## src/rtl/pwm_gen10_pkg.sv

```systemverilog
package pwm_gen10_pkg;
  localparam int TMR_W  = 8;
  localparam int SUB_W  = 2;
  localparam int DUTY_W = TMR_W + SUB_W;
  localparam int PS_W   = 4;

  typedef enum logic [1:0] {
    REG_CTRL    = 2'd0,
    REG_PERIOD  = 2'd1,
    REG_DUTY_HI = 2'd2,
    REG_DUTY_LO = 2'd3
  } reg_addr_e;

  typedef enum logic [1:0] {
    PS_DIV1   = 2'd0,
    PS_DIV4   = 2'd1,
    PS_DIV16  = 2'd2,
    PS_DIV16B = 2'd3
  } psel_e;

  // control byte bits [3:0]
  typedef struct packed {
    psel_e psel;
    logic  drive;
    logic  run;
  } ctrl_t;
endpackage

```

## src/rtl/pwm_gen10_regs.sv

```systemverilog
module pwm_gen10_regs
  import pwm_gen10_pkg::*;
#(
  parameter int TMR_W = pwm_gen10_pkg::TMR_W,
  parameter int SUB_W = pwm_gen10_pkg::SUB_W,
  localparam int DW   = TMR_W + SUB_W
) (
  input  logic             clk_i,
  input  logic             rst_ni,
  input  logic             wr_en_i,
  input  logic [1:0]       wr_addr_i,
  input  logic [TMR_W-1:0] wr_data_i,
  output ctrl_t            ctrl_o,
  output logic [TMR_W-1:0] period_o,
  output logic [DW-1:0]    duty_o
);
  ctrl_t            ctrl_q;
  logic [TMR_W-1:0] period_q;
  logic [TMR_W-1:0] duty_hi_q;
  logic [SUB_W-1:0] duty_lo_q;

  always_ff @(posedge clk_i or negedge rst_ni) begin
    if (!rst_ni) begin
      ctrl_q    <= '0;
      period_q  <= '0;
      duty_hi_q <= '0;
      duty_lo_q <= '0;
    end else if (wr_en_i) begin
      unique case (reg_addr_e'(wr_addr_i))
        REG_CTRL:    ctrl_q    <= ctrl_t'(wr_data_i[3:0]);
        REG_PERIOD:  period_q  <= wr_data_i;
        REG_DUTY_HI: duty_hi_q <= wr_data_i;
        REG_DUTY_LO: duty_lo_q <= wr_data_i[SUB_W-1:0];
        default: ;
      endcase
    end
  end

  assign ctrl_o   = ctrl_q;
  assign period_o = period_q;
  assign duty_o   = {duty_hi_q, duty_lo_q};
endmodule

```

## src/rtl/pwm_gen10_prescaler.sv

```systemverilog
module pwm_gen10_prescaler
  import pwm_gen10_pkg::*;
#(
  parameter int PS_W = pwm_gen10_pkg::PS_W
) (
  input  logic  clk_i,
  input  logic  rst_ni,
  input  logic  run_i,
  input  psel_e psel_i,
  output logic  tick_o
);
  logic [PS_W-1:0] cnt_q;
  logic [PS_W-1:0] lim;

  always_comb begin
    unique case (psel_i)
      PS_DIV1: lim = PS_W'(0);
      PS_DIV4: lim = PS_W'(3);
      default: lim = PS_W'(15);
    endcase
  end

  always_ff @(posedge clk_i or negedge rst_ni) begin
    if (!rst_ni)            cnt_q <= '0;
    else if (!run_i)        cnt_q <= '0;
    else if (cnt_q >= lim)  cnt_q <= '0;
    else                    cnt_q <= cnt_q + 1'b1;
  end

  assign tick_o = run_i && (cnt_q >= lim);
endmodule

```

## src/rtl/pwm_gen10_timebase.sv

```systemverilog
module pwm_gen10_timebase #(
  parameter int TMR_W = pwm_gen10_pkg::TMR_W,
  parameter int SUB_W = pwm_gen10_pkg::SUB_W,
  localparam int DW   = TMR_W + SUB_W
) (
  input  logic             clk_i,
  input  logic             rst_ni,
  input  logic             run_i,
  input  logic             tick_i,
  input  logic [TMR_W-1:0] period_i,
  output logic [TMR_W-1:0] tmr_o,
  output logic [SUB_W-1:0] sub_o,
  output logic             restart_o,
  output logic             adv_o,
  output logic [DW-1:0]    tb_next_o
);
  logic [TMR_W-1:0] tmr_q;
  logic [SUB_W-1:0] sub_q;
  logic             sub_wrap;

  assign sub_wrap  = (sub_q == {SUB_W{1'b1}});
  assign adv_o     = run_i && tick_i;
  assign restart_o = adv_o && sub_wrap && (tmr_q == period_i);
  assign tb_next_o = restart_o ? '0 : ({tmr_q, sub_q} + DW'(1));

  always_ff @(posedge clk_i or negedge rst_ni) begin
    if (!rst_ni) begin
      tmr_q <= '0;
      sub_q <= '0;
    end else if (!run_i) begin
      tmr_q <= '0;
      sub_q <= '0;
    end else if (tick_i) begin
      sub_q <= sub_q + 1'b1;
      if (sub_wrap) tmr_q <= (tmr_q == period_i) ? '0 : tmr_q + 1'b1;
    end
  end

  assign tmr_o = tmr_q;
  assign sub_o = sub_q;
endmodule

```

## src/rtl/pwm_gen10_compare.sv

```systemverilog
module pwm_gen10_compare #(
  parameter int DW = pwm_gen10_pkg::DUTY_W
) (
  input  logic          clk_i,
  input  logic          rst_ni,
  input  logic          run_i,
  input  logic          restart_i,
  input  logic          adv_i,
  input  logic [DW-1:0] tb_next_i,
  input  logic [DW-1:0] master_i,
  output logic [DW-1:0] slave_o,
  output logic          level_o
);
  logic [DW-1:0] slave_q;
  logic          level_q;

  always_ff @(posedge clk_i or negedge rst_ni) begin
    if (!rst_ni) begin
      slave_q <= '0;
      level_q <= 1'b0;
    end else if (!run_i) begin
      slave_q <= '0;
      level_q <= 1'b0;
    end else if (restart_i) begin
      slave_q <= master_i;
      level_q <= (master_i != '0);
    end else if (adv_i && (tb_next_i == slave_q)) begin
      level_q <= 1'b0;
    end
  end

  assign slave_o = slave_q;
  assign level_o = level_q;
endmodule

```

## src/rtl/pwm_gen10.sv

```systemverilog
module pwm_gen10
  import pwm_gen10_pkg::*;
#(
  parameter int TMR_W = pwm_gen10_pkg::TMR_W,
  parameter int SUB_W = pwm_gen10_pkg::SUB_W,
  parameter int PS_W  = pwm_gen10_pkg::PS_W,
  localparam int DW   = TMR_W + SUB_W
) (
  input  logic             clk_i,
  input  logic             rst_ni,
  input  logic             wr_en_i,
  input  logic [1:0]       wr_addr_i,
  input  logic [TMR_W-1:0] wr_data_i,
  output logic             pwm_o,
  output logic             pwm_oe_o
);
  ctrl_t            ctrl;
  logic [TMR_W-1:0] period;
  logic [DW-1:0]    master;
  logic [DW-1:0]    slave;
  logic [TMR_W-1:0] tmr;
  logic [SUB_W-1:0] sub;
  logic [DW-1:0]    tb_next;
  logic             tick, restart, adv, level;

  pwm_gen10_regs #(.TMR_W(TMR_W), .SUB_W(SUB_W)) u_regs (
    .clk_i, .rst_ni, .wr_en_i, .wr_addr_i, .wr_data_i,
    .ctrl_o(ctrl), .period_o(period), .duty_o(master)
  );

  pwm_gen10_prescaler #(.PS_W(PS_W)) u_presc (
    .clk_i, .rst_ni, .run_i(ctrl.run), .psel_i(ctrl.psel), .tick_o(tick)
  );

  pwm_gen10_timebase #(.TMR_W(TMR_W), .SUB_W(SUB_W)) u_tb (
    .clk_i, .rst_ni, .run_i(ctrl.run), .tick_i(tick), .period_i(period),
    .tmr_o(tmr), .sub_o(sub), .restart_o(restart), .adv_o(adv),
    .tb_next_o(tb_next)
  );

  pwm_gen10_compare #(.DW(DW)) u_cmp (
    .clk_i, .rst_ni, .run_i(ctrl.run), .restart_i(restart), .adv_i(adv),
    .tb_next_i(tb_next), .master_i(master), .slave_o(slave), .level_o(level)
  );

  assign pwm_oe_o = ctrl.run && ctrl.drive;
  assign pwm_o    = pwm_oe_o && level;
endmodule

```

## config.mk

```make
export PLATFORM = sky130hd
export DESIGN_NAME = pwm_gen10
export DESIGN_NICKNAME = d
export VERILOG_FILES = /design/src/rtl/pwm_gen10_pkg.sv /design/src/rtl/pwm_gen10_regs.sv /design/src/rtl/pwm_gen10_prescaler.sv /design/src/rtl/pwm_gen10_timebase.sv /design/src/rtl/pwm_gen10_compare.sv /design/src/rtl/pwm_gen10.sv
export SDC_FILE = /design/constraint.sdc
export NUM_CORES = 1
export LEC_CHECK = 0
export ABC_AREA = 1
export BUFFER_PORTS_ARGS = -buffer_cell sky130_fd_sc_hd__buf_2
export CORE_ASPECT_RATIO = 0.8
export CORE_MARGIN = 5
export CORE_UTILIZATION = 35
export DETAILED_ROUTE_END_ITERATION = 16
export GPL_TIMING_DRIVEN = 0
export PLACE_DENSITY = 0.61
export SYNTH_ARGS = -nofsm -noshare
export SYNTH_HDL_FRONTEND = slang
export SYNTH_HIERARCHICAL = 1
export SYNTH_SLANG_ARGS = --single-unit
```

## constraint.sdc

```tcl
create_clock -name clk_i -period 5.2 [get_ports clk_i]
set_input_delay 0.26 -clock clk_i [delete_from_list [all_inputs] [get_ports clk_i]]
set_output_delay 0.26 -clock clk_i [all_outputs]
set_load 0.02 [all_outputs]
```

==> results.md <==
* Number of resized instances in the post-cts repair step at 0
* Most used routing layer in global routing: met1
* Hold Violations, Final at 0
* Post-synthesis to final-layout area growth at 11.0%
* Most instantiated flip-flop cell in the synthesis netlist: sky130_fd_sc_hd__dfrtp_1
* Number of nets in the layout at 446
* Top-level I/O count at 15
* Sequential fraction of the synthesis area at 40.1%
* RSZ-0062 raised after global routing: false
* Area share of and/or/nand/nor cells after synthesis at between 30% and 40%
* Gp weighted congestion at 0.874
* Drt first pass iters at 4
* Slew headroom at 28.1%
* Final WL at 6270 um
* Mean post-synth cell area at 7.24 um2
* Routed wire length per instance at 11.7 um
* Outcome: finished, final reports clean
* Clock net sink count at 47
* X dimension of the die at 112 um
* Diodes inserted at 0
* Initial core utilization at 36.4%
* Vias in the first global route at 2356
* DR DRC count at 0
* GR Layer Usage met2 at a little under a fifth
* Compound-gate portion of the synthesized area at 3.80%
* Total routing usage reported by global routing at 13.2%
* Post-CTS Setup Repair Bufs at 0
* Maxcap violations at 0
* FFs w/ async S/R, synth at 100%
* Post-route clock period utilization at 50.7%
* Class of the most critical setup path: flop to flop
* Flip-flop and latch count after synthesis at 47
* Worst Tran Pin Value at 1.08 ns
* Critical path startpoint: u_regs/ctrl_o[2]
* Highest clock rate at between 300 and 400 MHz
* Met1 track utilization from global routing at around 21%
* Post-synthesis share of cell area spent on xor and xnor gates at 4.14%
* First-pass GRT wire length at 11400 um
* Leakage component of the power at 1.86 nW
* Finish-stage setup viols at 0
* Gate Count Post-Synth at 405
* Pwr Density at 264 nW/um2
* Type of element launching the critical path: flop
* Longest Clk Path Bufs at 2
* Post-route cell area at between 3000 and 4000 um2
* Clock latency at the later pin of the worst-skew pair at 0.30 ns
* Total die area at 10300 um2
* Quantity of hold-fixing buffers added after cts at 0
* Leftover overflow at the end of global routing at 0
* Via count at 2446
* Total Power at 0.860 mW
* Dominant combinational cell family by area after synthesis: simple AND/OR/NAND/NOR gates
* Clock root buffer: sky130_fd_sc_hd__clkbuf_8
* DP HPWL at 4790 um
* Share of synthesized area spent on multiplexers at 0%
* Per-cell via count in the routed design at 4.58
* DIE HEIGHT at 91.9 um
* Post-Synthesis Net Count at ~430
* Worst hold path type: primary input to asynchronous set/reset pin
* Critical-path maximum fanout at 10
* DR iter-0 viols at 138
* Met3 Resource Use GR at around 2.2%
* Number of antenna violations at the first check in global routing at 0
* Clock-pin slew of the registers on the worst-case setup and hold paths at ~0.090 ns
* Worst path required time at 5.40 ns
* Maximum number of pins on one net before global-route repair at 48
* Instance area at placement at 3130 um2
* TritonCTS clock tree: built
* Final setup TNS at 0 ns
* Routed Antenna Nets at 0
* Slew Viols, Final at 0
* Minimum clock period after layout at about 2.6 ns
* Count of distinct cell types in the synthesized netlist at 29
* Layout cells sized above 1 at roughly an eighth
* TritonCTS Buffers at 5
* Arithmetic-cell share of the synthesized area counting full adders, half adders and majority gates at 3.41%
* Number of warning messages in the yosys log at 6
* Row Count at 29
* Final Skew at 0.00747 ns
* Type of destination of the critical path: flop
* Cell area after synthesis at 2930 um2
* Maximum vdd drop at 103 uV
* Critical R2R Launch: u_regs/ctrl_o[2]
* Arrival time worst endpoint at ~2.8 ns
* IO Port Bufs at 13
* Level count of the clock H-tree at 2
* Std-Cell Core Area at 8060 um2
* Count of flip-flops with a built-in enable after synthesis at 0
==> power by group <==
part	internal (mW)	leakage (nW)	switching, mW
registers	0.397	0.623	0.0283
clock network	0.158	0.0618	0.128
logic	0.0532	1.17	0.0957
total	0.609	1.86	0.252
==> placed cells by master (no fill, tap or decap), types with 2 or more instances in the layout <==
master                     synthesis  routed
sky130_fd_sc_hd__inv_2             5       5
sky130_fd_sc_hd__nand3_1          20      20
sky130_fd_sc_hd__nand4_1          23      23
sky130_fd_sc_hd__xor2_1            9       9
sky130_fd_sc_hd__clkbuf_8          1       7
sky130_fd_sc_hd__dfrtp_1          47      47
sky130_fd_sc_hd__nand3_2           2       2
sky130_fd_sc_hd__nor2_1           13      13
sky130_fd_sc_hd__o21ai_0           8       8
sky130_fd_sc_hd__nor2_2            6       6
sky130_fd_sc_hd__nand2_1         156     156
sky130_fd_sc_hd__buf_2             3      16
sky130_fd_sc_hd__buf_6             4       4
sky130_fd_sc_hd__buf_4             2       2
sky130_fd_sc_hd__a21oi_1           2       2
sky130_fd_sc_hd__nand3_4           2       2
sky130_fd_sc_hd__nand2_2           4       4
sky130_fd_sc_hd__xnor2_1           3       3
sky130_fd_sc_hd__inv_1            73      73
sky130_fd_sc_hd__o22ai_1           6       6
sky130_fd_sc_hd__ha_1              8       8
==> cells in the mapped netlist (2+ instances only) <==
| cell type | number | share of area (%) |
|---|---|---|
| sky130_fd_sc_hd__dfrtp_1 | 47 | 40 |
| sky130_fd_sc_hd__buf_4 | 2 | 0.51 |
| sky130_fd_sc_hd__xor2_1 | 9 | 2.7 |
| sky130_fd_sc_hd__xnor2_1 | 3 | 0.90 |
| sky130_fd_sc_hd__buf_2 | 3 | 0.51 |
| sky130_fd_sc_hd__nor2_1 | 13 | 1.7 |
| sky130_fd_sc_hd__nand4_1 | 23 | 4.9 |
| sky130_fd_sc_hd__o21ai_0 | 8 | 1.4 |
| sky130_fd_sc_hd__inv_2 | 5 | 0.64 |
| sky130_fd_sc_hd__nand2_2 | 4 | 0.85 |
| sky130_fd_sc_hd__buf_6 | 4 | 1.5 |
| sky130_fd_sc_hd__nand3_4 | 2 | 1.2 |
| sky130_fd_sc_hd__inv_1 | 73 | 9.3 |
| sky130_fd_sc_hd__nand3_2 | 2 | 0.68 |
| sky130_fd_sc_hd__o22ai_1 | 6 | 1.3 |
| sky130_fd_sc_hd__a21oi_1 | 2 | 0.34 |
| sky130_fd_sc_hd__nand2_1 | 156 | 20 |
| sky130_fd_sc_hd__nor2_2 | 6 | 1.3 |
| sky130_fd_sc_hd__nand3_1 | 20 | 3.4 |
| sky130_fd_sc_hd__ha_1 | 8 | 3.4 |
==> critical path, cell delays in order, from the launching register on <==
cell                      delay (ns)
sky130_fd_sc_hd__dfrtp_1        0.39
sky130_fd_sc_hd__nor2_1         0.16
sky130_fd_sc_hd__inv_1          0.06
sky130_fd_sc_hd__ha_1           0.27
sky130_fd_sc_hd__nand4_1        0.10
sky130_fd_sc_hd__nand3_2        0.14
sky130_fd_sc_hd__nand2_1        0.10
sky130_fd_sc_hd__inv_1          0.11
sky130_fd_sc_hd__nand2_1        0.14
sky130_fd_sc_hd__nor2_8         0.20
sky130_fd_sc_hd__nand3_2        0.11
sky130_fd_sc_hd__buf_6          0.15
sky130_fd_sc_hd__nand2_1        0.06
sky130_fd_sc_hd__inv_1          0.04
sky130_fd_sc_hd__inv_1          0.04
sky130_fd_sc_hd__nand2_1        0.05
sky130_fd_sc_hd__nand2_1        0.05
sky130_fd_sc_hd__nand2_1        0.05
sky130_fd_sc_hd__nor2_1         0.11
sky130_fd_sc_hd__nand3_1        0.09
sky130_fd_sc_hd__nand2_1        0.06
sky130_fd_sc_hd__nand2_1        0.04
==> stage by stage <==
stage | setup WS [ns] | hold slack (ns) | util (%) | instances
CTS | 2.53 | 0.189 | 40.4 | 534
detailed placement | 2.54 | 0.464 | 38.9 | 526
finish | 2.56 | 0.159 | 40.4 | 534
global route | 2.22 | 0.238 | 40.4 | 534
floorplan | 2.93 | -0.0356 | - | 405
global placement | 2.55 | 0.457 | 38.9 | 526
==> layer usage <==
layer	share of wire [%]	vias to the layer above	routed length, um
met3	3.9	5	244
met5	0	-	0
met1	55	1102	3470
met2	40	53	2510
met4	0.67	0	42
li1	-	1286	-
==> final timing paths <==
check,end,slack [ns],cells after the start
max in group asynchronous,u_tb/tmr_o[1],4.38,1
setup reg to reg,u_cmp/level_o,2.56,21
hold reg to reg,u_regs/ctrl_o[1],0.48,2
hold / removal,u_tb/sub_o[0],0.16,1
setup / recovery,u_cmp/level_o,2.56,21
min in group clk_i,u_regs/duty_hi_q[6],0.23,3
==> final cells by class <==
class	instances	area (um2)
timing repair buffer	13	65.1
multi-input combinational	270	1370
inverter	78	293
tap	108	135
clock buffer	6	82.6
sequential	47	1180
fill	854	4800
clock inverter	2	38.8
buffer	10	88.8
==> registers in the layout (all words and copies together) (netlist names) <==
signal            cells
u_cmp/level_o         1
u_cmp/slave_o        10
u_presc/cnt_q         4
u_regs/ctrl_o         4
u_regs/duty_hi_q      8
u_regs/duty_lo_q      2
u_regs/period_o       8
u_tb/sub_o            2
u_tb/tmr_o            8
==> cells by family after synthesis <==
family | count (synthesis)
buffers and inverters | 88
flip-flops | 47
AND/OR/NAND/NOR | 230
adder cells (fa/ha/maj) | 8
AO/OA/AOI/OAI | 19
XOR/XNOR | 13
No activity file was read; power rests on OpenSTA's default activity.
